**src/rtl/can_sir_pkg.sv**
```systemverilog
package can_sir_pkg;
  localparam int ADDR_W = 5;
  localparam logic [ADDR_W-1:0] A_STATUS = 5'd0;
  localparam logic [ADDR_W-1:0] A_ISR    = 5'd1;
  localparam logic [ADDR_W-1:0] A_IER    = 5'd2;
  localparam logic [ADDR_W-1:0] A_ICR    = 5'd3;
  localparam logic [ADDR_W-1:0] A_FEN    = 5'd4;
  localparam int FILT_BASE = 8;

  typedef enum logic [1:0] {
    OPM_CFG   = 2'd0,
    OPM_NORM  = 2'd1,
    OPM_SLEEP = 2'd2,
    OPM_LPBK  = 2'd3
  } opmode_t;

  // one-hot mode vector order: [3]=cfg [2]=loopback [1]=sleep [0]=normal
  localparam logic [3:0] OH_CFG = 4'b1000;
endpackage

```
**src/rtl/csr_mode_status.sv**
```systemverilog
module csr_mode_status
  import can_sir_pkg::*;
(
  input  logic       clk,
  input  logic       rst_n,
  input  logic [1:0] mode_sel,
  input  logic       txf_in,
  input  logic       hpf_in,
  output logic [3:0] mode_oh,
  output logic       txf_q,
  output logic       hpf_q
);
  opmode_t sel;
  assign sel = opmode_t'(mode_sel);

  always_ff @(posedge clk) begin
    if (!rst_n) begin
      mode_oh <= OH_CFG;
      txf_q   <= 1'b0;
      hpf_q   <= 1'b0;
    end else begin
      txf_q <= txf_in;
      hpf_q <= hpf_in;
      unique case (sel)
        OPM_CFG:   mode_oh <= 4'b1000;
        OPM_NORM:  mode_oh <= 4'b0001;
        OPM_SLEEP: mode_oh <= 4'b0010;
        OPM_LPBK:  mode_oh <= 4'b0100;
        default:   mode_oh <= OH_CFG;
      endcase
    end
  end


  mode_onehot_chk: assert property (@(posedge clk) disable iff (!rst_n)
    $countones(mode_oh) == 1);
endmodule

```
**src/rtl/csr_filter_guard.sv**
```systemverilog
module csr_filter_guard
  import can_sir_pkg::*;
#(
  parameter int NF     = 4,
  parameter int SETTLE = 4,
  parameter int AW     = 5,
  parameter int DW     = 32
) (
  input  logic          clk,
  input  logic          rst_n,
  input  logic          wr_en,
  input  logic [AW-1:0] addr,
  input  logic [DW-1:0] wdata,
  output logic          busy,
  output logic          rd_hit,
  output logic [DW-1:0] rd_data
);
  localparam int CW = $clog2(SETTLE + 1);

  generate
    if (NF == 0) begin : g_none
      assign busy    = 1'b0;
      assign rd_hit  = 1'b0;
      assign rd_data = '0;
    end else begin : g_filt
      logic [NF-1:0] fen_q;
      logic [CW-1:0] cnt_q;
      logic [DW-1:0] mask_q [NF];
      logic [DW-1:0] id_q   [NF];
      logic          fen_we;

      assign fen_we = wr_en && (addr == A_FEN);
      assign busy   = (cnt_q != '0);

      always_ff @(posedge clk) begin
        if (!rst_n) begin
          fen_q <= '0;
          cnt_q <= '0;
        end else begin
          if (fen_we) fen_q <= wdata[NF-1:0];
          if (fen_we && !(&wdata[NF-1:0])) cnt_q <= CW'(SETTLE);
          else if (cnt_q != '0)            cnt_q <= cnt_q - 1'b1;
        end
      end

      for (genvar i = 0; i < NF; i++) begin : g_reg
        logic m_we, i_we;
        assign m_we = wr_en && !busy && (addr == AW'(FILT_BASE + 2*i));
        assign i_we = wr_en && !busy && (addr == AW'(FILT_BASE + 2*i + 1));
        always_ff @(posedge clk) begin
          if (!rst_n) begin
            mask_q[i] <= '0;
            id_q[i]   <= '0;
          end else begin
            if (m_we) mask_q[i] <= wdata;
            if (i_we) id_q[i]   <= wdata;
          end
        end

        blocked_write_chk: assert property (@(posedge clk) disable iff (!rst_n)
          (busy && wr_en && addr == AW'(FILT_BASE + 2*i)) |=> $stable(mask_q[i]));
      end

      always_comb begin
        rd_hit  = 1'b0;
        rd_data = '0;
        if (addr == A_FEN) begin
          rd_hit  = 1'b1;
          rd_data = DW'(fen_q);
        end
        for (int k = 0; k < NF; k++) begin
          if (addr == AW'(FILT_BASE + 2*k)) begin
            rd_hit  = 1'b1;
            rd_data = mask_q[k];
          end
          if (addr == AW'(FILT_BASE + 2*k + 1)) begin
            rd_hit  = 1'b1;
            rd_data = id_q[k];
          end
        end
      end


      busy_cause_chk: assert property (@(posedge clk) disable iff (!rst_n)
        $rose(busy) |-> $past(fen_we));

      settle_bound_chk: assert property (@(posedge clk) disable iff (!rst_n)
        cnt_q <= CW'(SETTLE));
    end
  endgenerate
endmodule

```
**src/rtl/csr_irq_ctrl.sv**
```systemverilog
module csr_irq_ctrl #(
  parameter int NE = 8
) (
  input  logic          clk,
  input  logic          rst_n,
  input  logic [NE-1:0] evt,
  input  logic          ier_we,
  input  logic          icr_we,
  input  logic [NE-1:0] wdata,
  output logic [NE-1:0] isr_q,
  output logic [NE-1:0] ier_q,
  output logic          irq_o
);
  logic [NE-1:0] clr_bits;
  assign clr_bits = icr_we ? wdata : '0;

  always_ff @(posedge clk) begin
    if (!rst_n) begin
      isr_q <= '0;
      ier_q <= '0;
      irq_o <= 1'b0;
    end else begin
      isr_q <= (isr_q & ~clr_bits) | evt;
      if (ier_we) ier_q <= wdata;
      irq_o <= |(isr_q & ier_q);
    end
  end


  set_wins_chk: assert property (@(posedge clk) disable iff (!rst_n)
    (|evt) |=> ((isr_q & $past(evt)) == $past(evt)));

  clear_takes_chk: assert property (@(posedge clk) disable iff (!rst_n)
    (icr_we && evt == '0) |=> ((isr_q & $past(clr_bits)) == '0));

  irq_follow_chk: assert property (@(posedge clk) disable iff (!rst_n)
    (isr_q == '0 || ier_q == '0) |=> !irq_o);
endmodule

```
**src/rtl/can_stat_irq_regs.sv**
```systemverilog
module can_stat_irq_regs
  import can_sir_pkg::*;
#(
  parameter int NUM_FILTERS = 4,
  parameter int NUM_EVENTS  = 8,
  parameter int SETTLE      = 4
) (
  input  logic                  clk,
  input  logic                  rst_n,
  input  logic                  bus_wr,
  input  logic [ADDR_W-1:0]     bus_addr,
  input  logic [31:0]           bus_wdata,
  output logic [31:0]           bus_rdata,
  input  logic [1:0]            mode_sel,
  input  logic                  txfifo_full,
  input  logic                  hpbuf_full,
  input  logic [NUM_EVENTS-1:0] evt,
  output logic                  irq
);
  logic [3:0]            mode_oh;
  logic                  txf_q, hpf_q, busy;
  logic                  f_hit;
  logic [31:0]           f_data;
  logic [NUM_EVENTS-1:0] isr, ier;
  logic [31:0]           status_w;

  csr_mode_status u_mode (
    .clk(clk), .rst_n(rst_n), .mode_sel(mode_sel),
    .txf_in(txfifo_full), .hpf_in(hpbuf_full),
    .mode_oh(mode_oh), .txf_q(txf_q), .hpf_q(hpf_q)
  );

  csr_filter_guard #(.NF(NUM_FILTERS), .SETTLE(SETTLE), .AW(ADDR_W), .DW(32)) u_filt (
    .clk(clk), .rst_n(rst_n), .wr_en(bus_wr), .addr(bus_addr), .wdata(bus_wdata),
    .busy(busy), .rd_hit(f_hit), .rd_data(f_data)
  );

  csr_irq_ctrl #(.NE(NUM_EVENTS)) u_irq (
    .clk(clk), .rst_n(rst_n), .evt(evt),
    .ier_we(bus_wr && bus_addr == A_IER),
    .icr_we(bus_wr && bus_addr == A_ICR),
    .wdata(bus_wdata[NUM_EVENTS-1:0]),
    .isr_q(isr), .ier_q(ier), .irq_o(irq)
  );

  assign status_w = {mode_oh, 5'b0, hpf_q, txf_q, busy, 20'b0};

  always_comb begin
    unique case (bus_addr)
      A_STATUS: bus_rdata = status_w;
      A_ISR:    bus_rdata = 32'(isr);
      A_IER:    bus_rdata = 32'(ier);
      A_ICR:    bus_rdata = '0;
      default:  bus_rdata = f_hit ? f_data : '0;
    endcase
  end


  status_gaps_chk: assert property (@(posedge clk) disable iff (!rst_n)
    status_w[19:0] == '0 && status_w[27:23] == '0);

  no_filter_busy_chk: assert property (@(posedge clk) disable iff (!rst_n)
    (NUM_FILTERS == 0) |-> !status_w[20]);
endmodule

```
**config.mk**
```make
export PLATFORM = sky130hd
export DESIGN_NAME = can_stat_irq_regs
export DESIGN_NICKNAME = d
export VERILOG_FILES = /design/src/rtl/can_sir_pkg.sv /design/src/rtl/csr_mode_status.sv /design/src/rtl/csr_filter_guard.sv /design/src/rtl/csr_irq_ctrl.sv /design/src/rtl/can_stat_irq_regs.sv
export SDC_FILE = /design/constraint.sdc
export NUM_CORES = 1
export LEC_CHECK = 0
export BUFFER_PORTS_ARGS = -buffer_cell sky130_fd_sc_hd__buf_4
export CAP_MARGIN = 20
export CORE_MARGIN = 2
export CORE_UTILIZATION = 47
export CTS_BUF_LIST = sky130_fd_sc_hd__clkbuf_2
export DETAILED_ROUTE_END_ITERATION = 8
export SLEW_MARGIN = 40
export SYNTH_ARGS = -nofsm -noshare
export SYNTH_HDL_FRONTEND = slang
export SYNTH_SLANG_ARGS = --single-unit
```
**constraint.sdc**
```tcl
create_clock -name clk -period 10.28 [get_ports clk]
set_input_delay 2.57 -clock clk [delete_from_list [all_inputs] [get_ports clk]]
set_output_delay 2.57 -clock clk [all_outputs]
set_load 0.02 [all_outputs]
```
; After elaboration in Yosys (flattened, before gate mapping)
; Memory sizes are Yosys's and may differ from the RTL's.
; Cells that the tools add are included.
[word_totals]
memories = 2
mem_bits_rw = 256
register_bits = 30
wordCells = 119
[op_classes]
n_mux = 57
eq_ne = 15
bitwise = 13
addsub = 1
n_reduce_logical = 22
[memory_table]
columns = memory, depth, word_bits, rd, rd_ports_with_merged_regs, wr, line
row1 = u_filt.g_filt.id_q, 4, 32, 4, 0, 4, csr_filter_guard.sv:29  ; logic [DW-1:0] id_q [NF];
row2 = u_filt.g_filt.mask_q, 4, 32, 4, 0, 4, csr_filter_guard.sv:28  ; logic [DW-1:0] mask_q [NF];
[ops]
columns = cell, n
row1 = 32-bit two-way mux, 17
row2 = 32-bit one-hot mux with 4 select lines, 1
row3 = 5-bit by 4-bit == test with 1-bit output (second input constant), 8
row4 = 1-bit two-way mux, 34
row5 = 8-bit AND, 2
row6 = 4-bit one-hot mux with 4 select lines, 1
row7 = 1-bit logical AND, 13
row8 = 5-bit by 2-bit == test with 1-bit output (second input constant), 2
row9 = 8-bit two-way mux, 1
row10 = 8-bit inverter, 1
row11 = 1-bit bitwise OR, 8
row12 = 8-bit bitwise OR, 1
row13 = 8-bit OR reduction, 1
row14 = 3-bit two-way mux, 2
row15 = 5-bit by 1-bit == test with 1-bit output (second input constant), 1
row16 = 5-bit by 3-bit == test with 1-bit output (second input constant), 1
row17 = 5-bit logical NOT, 1
row18 = 2-bit == test (second input constant), 2
row19 = 4-bit two-way mux, 1
row20 = 4-bit AND reduction, 1
row21 = 3-bit nonzero test, 1
row22 = 3-bit by 1-bit subtractor with 3-bit output (second input constant), 1
row23 = 2-bit by 1-bit == test with 1-bit output (second input constant), 1
row24 = 1-bit logical NOT, 2
row25 = other kinds (4), 4

; Longest topological paths before layout
; Gate-level depths: netlist (run 1).
[depth]
word_depth = 12
ltp_mapped = 9
depth_no_buf = 7

; Cells and area by module
; Synthesis (run 1) repeated with hierarchy kept, for this count alone.
[hier_totals]
hier_cells = 1054
area_unflattened_um2 = 13604.3
[by_module_without_submodules]
columns = mod, n_inst, area_per_inst_um2, cells_per_inst
row1 = csr_filter_guard, 1, 12381.9, 919
row2 = csr_irq_ctrl, 1, 635.6, 57
row3 = can_stat_irq_regs, 1, 422.9, 66
row4 = csr_mode_status, 1, 163.9, 12

; Worst setup path before layout (run 1)
; Ideal clock, no wire load.
[synth_path]
path_kind = input-to-output
from = input bus_addr[1]
to = output bus_rdata[18]
required_ps = 7710
arrival_time_ps = 4097
slack_ps = 3613
path_stages = 8
cell_sequence = buf_2 -> or2_1 -> buf_2 -> buf_4 -> o21ai_0 -> nand3_1 -> o32a_1 -> a211oi_1
[synth_via]
elab_chain_cells = 12
elab_cells_between_ends = 32
classes_between = eq/ne: 12 / mux: 19 / reduce/logical: 1
[synth_lines]
columns = element, line
row1 = from (decl), can_stat_irq_regs.sv:11  ; input logic [ADDR_W-1:0] bus_addr,
row2 = 5-bit by 3-bit == test with 1-bit output, csr_filter_guard.sv:67  ; if (addr == A_FEN) begin
row3 = 1-bit two-way mux, csr_filter_guard.sv:67
row4 = 1-bit two-way mux, csr_filter_guard.sv:72  ; if (addr == AW'(FILT_BASE + 2*k)) begin
row5 = 1-bit two-way mux, csr_filter_guard.sv:76  ; if (addr == AW'(FILT_BASE + 2*k + 1)) begin
row6 = 1-bit two-way mux, csr_filter_guard.sv:72
row7 = 1-bit two-way mux, csr_filter_guard.sv:76
row8 = 1-bit two-way mux, csr_filter_guard.sv:72
row9 = 1-bit two-way mux, csr_filter_guard.sv:76
row10 = 1-bit two-way mux, csr_filter_guard.sv:72
row11 = 1-bit two-way mux, csr_filter_guard.sv:76
row12 = 32-bit two-way mux, can_stat_irq_regs.sv:54  ; default: bus_rdata = f_hit ? f_data : '0;
row13 = 32-bit one-hot mux with 4 select lines (*), can_stat_irq_regs.sv:49  ; unique case (bus_addr)
row14 = to (decl), can_stat_irq_regs.sv:13  ; output logic [31:0] bus_rdata,
; Mark *: on every way between the ends. The rest lies on a longest branch, timed or not.

; Final worst setup path (run 1)
[layout_path]
from = input bus_addr[1]
to = output bus_rdata[31]
; Same word-level chain as after synthesis.

==> summary.log, run 1 <==
qor: outcome.status completed
qor: setup_path.critical_path.max_stage_delay 0.67 ns
qor: global_routing.first_global_vias 8,753
qor: placed_design.detailedPlacementHpwl 21.4 mm
qor: synth.synth_top_area_cell sky130_fd_sc_hd__edfxtp_1
qor: drt.routed-via-count 8,868
qor: floorplan.floorplan.core_area 0.0276 mm^2
qor: pwr.combinationalPowerShare 9.6%
qor: setup_path.cp.arrival 5.39 ns
qor: drt.drt-vias-per-instance 5.63
qor: sta.fin_crit_sh 77.4%
qor: clock_tree.cts_repair_resize_count 0
qor: global_routing.grt.overflow.total 0
qor: clock_tree.path_clk_slew 0.08 ns
qor: layout.area_delta_synth_final 14.0%
qor: setup_path.setup.worst_path.class input port to primary output
qor: synth.synth-warning-count 0
qor: clock_tree.cts_max_level 3
qor: synth.synth-edff-count 256
qor: drt.first_iter_violations 926
qor: sta.fmax 0.126 GHz
qor: placed_design.gp_congestion 0.804
qor: floorplan.die-area 0.0292 mm^2
qor: sta.grt_setup_unrepaired no
qor: drt.drc 0
qor: floorplan.floorplan.rows 61
qor: synth.synth.top_cell.area_share 58.7%
qor: worst_hold_path.path_type_of_the_worst_min_delay_path register to register
qor: synth.share_of_flip_flops_with_an_asynchronous_set_or_reset_after_synthesis 0%
qor: layout.nNetsFinal 1,192
qor: synth.synthCells 1,021
qor: sta.final.hold.worst_slack 0.493 ns
qor: setup_path.critical_path.top_delay_family buffers and inverters
qor: synth.netlist_area 0.0131 mm^2
qor: placed_design.placement.io_buffers 84
qor: pwr.static_leakage 5.73 nW
qor: global_routing.largest_net_degree_at_the_start_of_global_routing 57
qor: floorplan.die_h 171 um
qor: layout.layout.cells.most_common sky130_fd_sc_hd__and2_1
qor: sta.tightestPinTransition 0.872 ns
qor: clock_tree.post_cts_buffers 0
qor: floorplan.die_w 171 um
qor: setup_path.r2r-start u_filt.g_filt.cnt_q[0]
qor: sta.setup-violations-final 0
qor: pwr.switching_power 651 uW
qor: clock_tree.tritoncts.num_buffers 78
qor: setup_path.critical_path_start_type input port
qor: global_routing.grt_pass1_wl 53.4 mm
qor: drt.route.detailed.wl_per_inst 22.9 um
qor: pwr.vdd_ir_drop_max 75.7 uV
qor: setup_path.reg2reg_depth 6
qor: sta.timing.final.max_slew_violations 0
qor: clock_tree.max-clock-path-buffers 3
qor: synth.synth_top_cells_by_area sky130_fd_sc_hd__edfxtp_1 (59%), sky130_fd_sc_hd__and2_1 (12%), sky130_fd_sc_hd__dfxtp_1 (4.6%)
qor: setup_path.critical_path.n_buffers_inverters 3
qor: layout.final_layout_size_suffix_gt1_share 25.1%
qor: layout.layout.cells.most_common_list sky130_fd_sc_hd__and2_1 (258), sky130_fd_sc_hd__edfxtp_1 (256), sky130_fd_sc_hd__clkbuf_2 (124)
qor: layout.stdcell_count 1,574
qor: clock_tree.cts_hold_buffers 0
qor: worst_hold_path.holdPathEnd u_filt.g_filt.cnt_q[1]
qor: sta.max-slew-margin-rel 41.8%
qor: drt.route.final.wire_length 36.1 mm
qor: synth.synth_sequential_area_ratio 63.2%
qor: pwr.power.share.sequential 55.8%
qor: setup_path.ff_to_ff_setup_slack 7.43 ns
qor: drt.antenna_left 0
qor: setup_path.timing.critical_path.fanout_max 45
qor: floorplan.initial_core_util 47.4%
qor: pwr.power.internal 1.73 mW
qor: sta.finalSetupTns 0 ns
qor: flow_run.total_of_max_cap_violations 0
qor: setup_path.cpMaxStageDelayCell sky130_fd_sc_hd__or2_1
qor: setup_path.worst_r2r_endpoint u_filt.g_filt.id_q[1][16]
qor: worst_hold_path.worstHoldPathCells 2
qor: pwr.power.total 2.38 mW
qor: clock_tree.insertion_delay 0.91 ns
qor: clock_tree.clock_tree_from_tritoncts yes
qor: floorplan.ioPinCount 85
qor: drt.drt_first_pass_iters 6
qor: setup_path.cpMostUsedCell sky130_fd_sc_hd__buf_4
qor: setup_path.cp_cell_sequence buf_4 > buf_4 > or2_1 > nor2_1 > a222oi_1 > nand3_1 > buf_4
qor: global_routing.antenna_violations_before_repair 1
qor: synth.synth-seq-cells 286
qor: sta.finalWorstPathRequiredPeriod 7.96 ns
qor: synth.avgSynthCellArea 12.8 um^2
qor: sta.worst_clock_skew 0.0731 ns
qor: clock_tree.clock_sinks 286
qor: setup_path.critPathRequiredTime 7.71 ns
qor: pwr.clock_share_of_power 34.7%
qor: placed_design.placed_cells_incl_taps 1,434
qor: worst_hold_path.hp-start u_filt.g_filt.cnt_q[1]
qor: global_routing.grt.total_usage 25.2%
qor: pwr.p_sw_share 27.3%
qor: synth.mappedNetlistNets 1,076
qor: clock_tree.root_buffer sky130_fd_sc_hd__clkbuf_2
qor: sta.timing_hold_violations_final 0
qor: synth.yosysUniqueCellTypes 60
qor: synth.post_synth_top_flop sky130_fd_sc_hd__edfxtp_1
qor: pwr.power_density 159 mW/mm^2
qor: setup_path.critPathCaptureType primary output
==> cell families (layout without fill, tap and decap cells) <==
group,count (synthesis),in the layout,share of synthesized area [%]
flip-flops,286,286,63.2
multiplexers,58,58,6.72
other,0,1,0
AO/OA/AOI/OAI,167,167,8.31
buffers and inverters,79,253,2.81
adder cells (fa/ha/maj),3,3,0.286
XOR/XNOR,2,2,0.134
AND/OR/NAND/NOR,426,426,18.5
==> metal layers <==
metal	vias up	share of wire [%]	track usage, %
li1	4010	-	-
met1	4381	44	35.3
met2	412	45	39.0
met3	65	8.7	5.64
met4	0	2.1	8.66
met5	-	0	0
==> flip-flops by register name, summed over array words and instances, names as in the netlist, 3 cells and up <==
signal	count
u_filt.g_filt.id_q	128
u_filt.g_filt.mask_q	128
u_irq.ier_q	8
u_irq.isr_q	8
u_filt.g_filt.fen_q	4
u_mode.mode_oh	4
u_filt.g_filt.cnt_q	3
==> metrics by stage <==
stage	setup slack (ns)	util, %	cell area [um^2]
after floorplan	3.61	-	13100
after global placement	2.28	51.0	14100
after detailed placement	2.19	51.4	14200
after CTS	2.17	54.0	14900
after global routing	2.20	54.1	14900
final	2.32	54.1	14900
==> power groups by stage <==
stage	clock, mW	sequential, mW	combinational, mW
final	0.826	1.33	0.228
after global routing	0.906	1.33	0.244
after CTS	0.842	1.33	0.227
after detailed placement	0	1.35	0.226
after global placement	0	1.35	0.223
after floorplan	0	1.35	0.128
==> worst max path at each step <==
stage	start	depth (start not counted)	slack, ns	endpoint
finish	bus_addr[1]	7	2.32	bus_rdata[31]
floorplan	bus_addr[1]	8	3.61	bus_rdata[18]
global placement	bus_addr[1]	7	2.28	bus_rdata[31]
CTS	bus_addr[1]	7	2.17	bus_rdata[30]
global route	bus_addr[1]	7	2.20	bus_rdata[30]
detailed placement	bus_addr[1]	7	2.19	bus_rdata[30]
==> cell type report <==
type | instances | area (um^2)
Fill cell | 2455 | 12700
Sequential cell | 286 | 8290
Multi-Input combinational cell | 656 | 4560
Timing Repair Buffer | 106 | 858
Clock buffer | 124 | 621
Tap cell | 378 | 473
Clock inverter | 14 | 100
Inverter | 9 | 33.8
Antenna cell | 1 | 2.50
==> worst reg2reg max path, delay by kind of cell, from the launching register on <==
kind | cells | cell delay [ns]
AO/OA/AOI/OAI | 1 | 0.66
adder cells (fa/ha/maj) | 2 | 0.55
AND/OR/NAND/NOR | 1 | 0.40
buffers and inverters | 2 | 0.54
flip-flops | 1 | 0.32
==> cells in the mapped netlist, types with 3 or more instances <==
cell and instances:
sky130_fd_sc_hd__a211oi_1 4, sky130_fd_sc_hd__a21oi_1 37, sky130_fd_sc_hd__a221oi_1 7, sky130_fd_sc_hd__a222oi_1 5
sky130_fd_sc_hd__a22oi_1 22, sky130_fd_sc_hd__a31oi_1 3, sky130_fd_sc_hd__and2_1 258, sky130_fd_sc_hd__buf_2 32
sky130_fd_sc_hd__buf_4 7, sky130_fd_sc_hd__clkbuf_1 25, sky130_fd_sc_hd__clkbuf_2 4, sky130_fd_sc_hd__dfxtp_1 30
sky130_fd_sc_hd__edfxtp_1 256, sky130_fd_sc_hd__ha_1 3, sky130_fd_sc_hd__inv_1 9, sky130_fd_sc_hd__mux2_2 10
sky130_fd_sc_hd__mux2i_1 25, sky130_fd_sc_hd__mux4_2 23, sky130_fd_sc_hd__nand2_1 50, sky130_fd_sc_hd__nand2_2 3
sky130_fd_sc_hd__nand2b_1 4, sky130_fd_sc_hd__nand3_1 21, sky130_fd_sc_hd__nor2_1 54, sky130_fd_sc_hd__nor2_2 3
sky130_fd_sc_hd__nor2_4 3, sky130_fd_sc_hd__nor2b_1 8, sky130_fd_sc_hd__nor3_1 4, sky130_fd_sc_hd__o2111ai_1 3
sky130_fd_sc_hd__o21ai_0 45, sky130_fd_sc_hd__o221ai_1 10, sky130_fd_sc_hd__o22ai_1 12, sky130_fd_sc_hd__o32a_1 5
sky130_fd_sc_hd__or3_1 3
(Power assumes the default switching activity.)
==> inputs of run 2 (changes only) <==
--- a/config.mk
+++ b/config.mk
@@ -5,6 +5,7 @@
 export SDC_FILE = /design/constraint.sdc
 export NUM_CORES = 1
 export LEC_CHECK = 0
+export ABC_AREA = 1
 export BUFFER_PORTS_ARGS = -buffer_cell sky130_fd_sc_hd__buf_4
 export CAP_MARGIN = 20
 export CORE_MARGIN = 2
==> constraint.sdc (replaced) <==
create_clock -name clk -period 8.2 [get_ports clk]
set_input_delay 2.05 -clock clk [delete_from_list [all_inputs] [get_ports clk]]
set_output_delay 2.05 -clock clk [all_outputs]
set_load 0.02 [all_outputs]
==> summary.log, run 2 <==
qor: outcome.status completed
qor: layout.layout.cells.most_common_list sky130_fd_sc_hd__nor2_1 (293), sky130_fd_sc_hd__nand2_1 (292), sky130_fd_sc_hd__edfxtp_1 (256)
qor: global_routing.grt.total_usage 23.2% [-2.0 points]
qor: setup_path.cp_cell_sequence buf_4 > nor2_1 > nand2_2 > nor2_2 > buf_4 > nand2_1 > o21ai_0 > o21bai_1 > nand3b_1 > nand2_1 > nand2_1 > buf_4
qor: synth.synth-edff-count 256 [unchanged]
qor: sta.tightestPinTransition 0.870 ns [-0.00206 ns]
qor: layout.storage_element_area 0.00829 mm^2 [unchanged]
qor: drt.routed-via-count 9,273 [+4.6%]
qor: clock_tree.insertion_delay 0.85 ns [-0.06 ns]
qor: floorplan.die_h 168 um [-1.8%]
qor: floorplan.floorplan.rows 60 [-1.6%]
qor: clock_tree.cts_repair_resize_count 0 [unchanged]
qor: sta.fmax 0.157 GHz
qor: worst_hold_path.hp-start u_filt.g_filt.cnt_q[0]
qor: synth.avgSynthCellArea 9.81 um^2 [-24%]
qor: sta.timing_hold_violations_final 0 [unchanged]
qor: setup_path.setup.worst_path.class input port to primary output
qor: placed_design.gp_congestion 0.814 [+1.3%]
qor: synth.post_synth_top_flop sky130_fd_sc_hd__edfxtp_1
qor: clock_tree.tritoncts.num_buffers 76 [-2.6%]
qor: setup_path.critical_path.max_stage_delay 0.63 ns [-0.04 ns]
qor: setup_path.cp.arrival 4.32 ns [-1.07 ns]
qor: global_routing.first_global_vias 8,979 [+2.6%]
qor: setup_path.cpMaxStageDelayCell sky130_fd_sc_hd__nor2_2
qor: floorplan.ioPinCount 85 [unchanged]
qor: drt.route.final.wire_length 32.6 mm [-9.8%]
qor: synth.synth_top_area_cell sky130_fd_sc_hd__edfxtp_1
qor: flow_run.total_of_max_cap_violations 0 [unchanged]
qor: layout.layout.cells.most_common sky130_fd_sc_hd__nor2_1
qor: layout.final.fill_count 2,507 [+2.1%]
qor: clock_tree.post_cts_buffers 0 [unchanged]
qor: layout.final_layout_size_suffix_gt1_share 19.3% [-5.8 points]
qor: global_routing.largest_net_degree_at_the_start_of_global_routing 43 [-25%]
qor: drt.antenna_left 0 [unchanged]
qor: sta.timing.final.max_slew_violations 0 [unchanged]
qor: synth.synth.top_cell.area_share 60.9% [+2.2 points]
qor: placed_design.detailedPlacementHpwl 19.5 mm [-8.9%]
qor: floorplan.initial_core_util 47.4% [about the same]
qor: synth.synth-seq-cells 286 [unchanged]
qor: worst_hold_path.holdPathEnd u_filt.g_filt.cnt_q[0]
qor: drt.route.detailed.wl_per_inst 18.1 um [-21%]
qor: floorplan.die_w 168 um [-1.8%]
qor: setup_path.critical_path_start_type input port
qor: clock_tree.cts_max_level 3 [unchanged]
qor: clock_tree.clock_sinks 286 [unchanged]
qor: setup_path.reg2reg_depth 8 [+2]
qor: layout.multi_input_gate_area 0.00366 mm^2 [-20%]
qor: setup_path.ff_to_ff_setup_slack 4.73 ns [-2.70 ns]
qor: drt.drt-vias-per-instance 5.16 [-8.4%]
qor: sta.finalSetupTns 0 ns [unchanged]
qor: sta.grt_setup_unrepaired no
qor: placed_design.placement.io_buffers 84 [unchanged]
qor: clock_tree.max-clock-path-buffers 3 [unchanged]
qor: synth.synth_top_cells_by_area sky130_fd_sc_hd__edfxtp_1 (61%), sky130_fd_sc_hd__nor2_1 (8.8%), sky130_fd_sc_hd__nand2_1 (8.7%)
qor: setup_path.r2r-start u_filt.g_filt.cnt_q[0]
qor: sta.fin_crit_sh 77.7%
qor: synth.synthCells 1,288 [+26%]
qor: drt.first_iter_violations 768 [-17%]
qor: sta.worst_clock_skew 0.0749 ns [+0.00185 ns]
qor: drt.drt_first_pass_iters 7 [+1]
qor: setup_path.critical_path.n_buffers_inverters 3 [unchanged]
qor: floorplan.die-area 0.0282 mm^2 [-3.5%]
qor: synth.yosysMostFrequentCell sky130_fd_sc_hd__nor2_1
qor: pwr.power.total 2.85 mW [+19%]
qor: clock_tree.path_clk_slew 0.09 ns [about the same]
qor: pwr.power_density 199 mW/mm^2 [+25%]
qor: global_routing.grt_pass1_wl 50.1 mm [-6.2%]
qor: layout.reg.largest.list u_filt.g_filt.id_q x128, u_filt.g_filt.mask_q x128
qor: setup_path.critPathRequiredTime 6.15 ns [-1.56 ns]
qor: setup_path.critPathCaptureType primary output
qor: synth.netlist_area 0.0126 mm^2 [-3.6%]
qor: setup_path.critical_path.top_delay_family simple AND/OR/NAND/NOR gates
qor: synth.mappedNetlistNets 1,343 [+25%]
qor: setup_path.worst_r2r_endpoint u_filt.g_filt.mask_q[0][21]
qor: global_routing.grt.overflow.total 0 [unchanged]
qor: synth.synth_sequential_area_ratio 65.6% [+2.4 points]
qor: sta.finalWorstPathRequiredPeriod 6.37 ns
qor: placed_design.pre_cts_slack 1.87 ns [-0.323 ns]
qor: drt.drc 0 [unchanged]
qor: clock_tree.root_buffer sky130_fd_sc_hd__clkbuf_2
qor: sta.max-slew-margin-rel 41.8% [-0.077 points]
qor: synth.synth-warning-count 0 [unchanged]
qor: clock_tree.cts_hold_buffers 0 [unchanged]
qor: setup_path.timing.critical_path.fanout_max 17 [-62%]
qor: synth.netlist_top_cells_count sky130_fd_sc_hd__nor2_1 (295), sky130_fd_sc_hd__nand2_1 (292), sky130_fd_sc_hd__edfxtp_1 (256), sky130_fd_sc_hd__inv_1 (113), sky130_fd_sc_hd__nand4_1 (51)
qor: floorplan.floorplan.core_area 0.0267 mm^2 [-3.5%]
qor: pwr.static_leakage 6.20 nW [+8.2%]
qor: sta.finalWorstSetupSlack 1.83 ns [-0.488 ns]
qor: synth.yosysUniqueCellTypes 37 [-38%]
qor: synth.share_of_flip_flops_with_an_asynchronous_set_or_reset_after_synthesis 0% [unchanged]
qor: worst_hold_path.path_type_of_the_worst_min_delay_path register to register
qor: worst_hold_path.worstHoldPathCells 2 [unchanged]
qor: clock_tree.clock_tree_from_tritoncts yes
qor: global_routing.antenna_violations_before_repair 1 [unchanged]
qor: pwr.vdd_ir_drop_max 88.7 uV [+17%]
qor: layout.nNetsFinal 1,466 [+23%]
qor: layout.area_delta_synth_final 13.0%
qor: sta.setup-violations-final 0 [unchanged]
-- run 2: changes by cell type in the layout (fill, tap and decap cells not counted), sizes merged, moves of 23 or more --
cell	previous run	this run
and2	259	0
inv	9	122
mux2i	25	1
mux4	23	0
nand2	53	296
nand4	1	51
nor2	60	300
or2	2	41
-- run 2: how the worst max path moves through the flow --
stage / from / endpoint / slack [ns] / cells after the start
global placement: bus_addr[2] / bus_rdata[4] / 1.90 / 12
floorplan: bus_addr[2] / u_filt.g_filt.mask_q[1][0] / 2.70 / 6
global route: bus_addr[0] / bus_rdata[1] / 1.71 / 12
detailed placement: bus_addr[0] / bus_rdata[1] / 1.87 / 12
finish: bus_addr[0] / bus_rdata[1] / 1.83 / 12
CTS: bus_addr[0] / bus_rdata[1] / 1.88 / 12
-- run 2: per-layer routing --
metal | routed length [um] | part of all wire [%] | vias to the layer above | global-route usage [%]
met5 | 0 | 0 | - | 0
met4 | 662 | 2.0 | 0 | 7.90
met3 | 2580 | 7.9 | 52 | 5.24
met2 | 15000 | 46 | 358 | 37.0
met1 | 14300 | 44 | 4366 | 31.7
li1 | - | - | 4497 | -
-- run 2: tightest hold or removal path, cell delays in order, from the launching register on --
cell	delay, ns
sky130_fd_sc_hd__dfxtp_1	0.32
sky130_fd_sc_hd__nand2_1	0.06
sky130_fd_sc_hd__a21oi_1	0.06
-- run 2: kinds of logic (layout without fill, tap and decap cells) --
| kind of cell | after synthesis | after routing | synth area share [%] |
|---|---|---|---|
| multiplexers | 1 | 1 | 0.0792 |
| buffers and inverters | 187 | 353 | 6.11 |
| AND/OR/NAND/NOR | 725 | 725 | 24.2 |
| adder cells (fa/ha/maj) | 3 | 3 | 0.297 |
| other | 0 | 1 | 0 |
| AO/OA/AOI/OAI | 86 | 86 | 3.68 |
| flip-flops | 286 | 286 | 65.6 |
-- run 2: power breakdown --
group / switching, mW / total, mW / internal [mW]
sequential: 0.0187 / 1.67 / 1.65
combinational: 0.185 / 0.259 / 0.0735
clock: 0.564 / 0.919 / 0.355
-- run 2: area by class of cell --
cell class / instances / share of cell area (%)
well taps: 341 / 2.99
inverters: 125 / 3.30
clock buffers: 112 / 3.93
repair buffers: 107 / 5.73
multi-input cells: 815 / 25.7
flip-flops and latches: 286 / 58.1
clock inverters: 9 / 0.263
diodes: 1 / 0.0175
-- run 2: per-stage QoR --
stage | instance area [um^2] | hold slack [ns] | util (%) | cells
2_1_floorplan | 12600 | 0.442 | - | 1288
3_5_place_dp | 13700 | 0.454 | 51.3 | 1674
6_report | 14300 | 0.466 | 53.5 | 1796
3_3_place_gp | 13600 | 0.455 | 51.1 | 1672
4_1_cts | 14300 | 0.468 | 53.5 | 1795
5_1_grt | 14300 | 0.488 | 53.5 | 1796
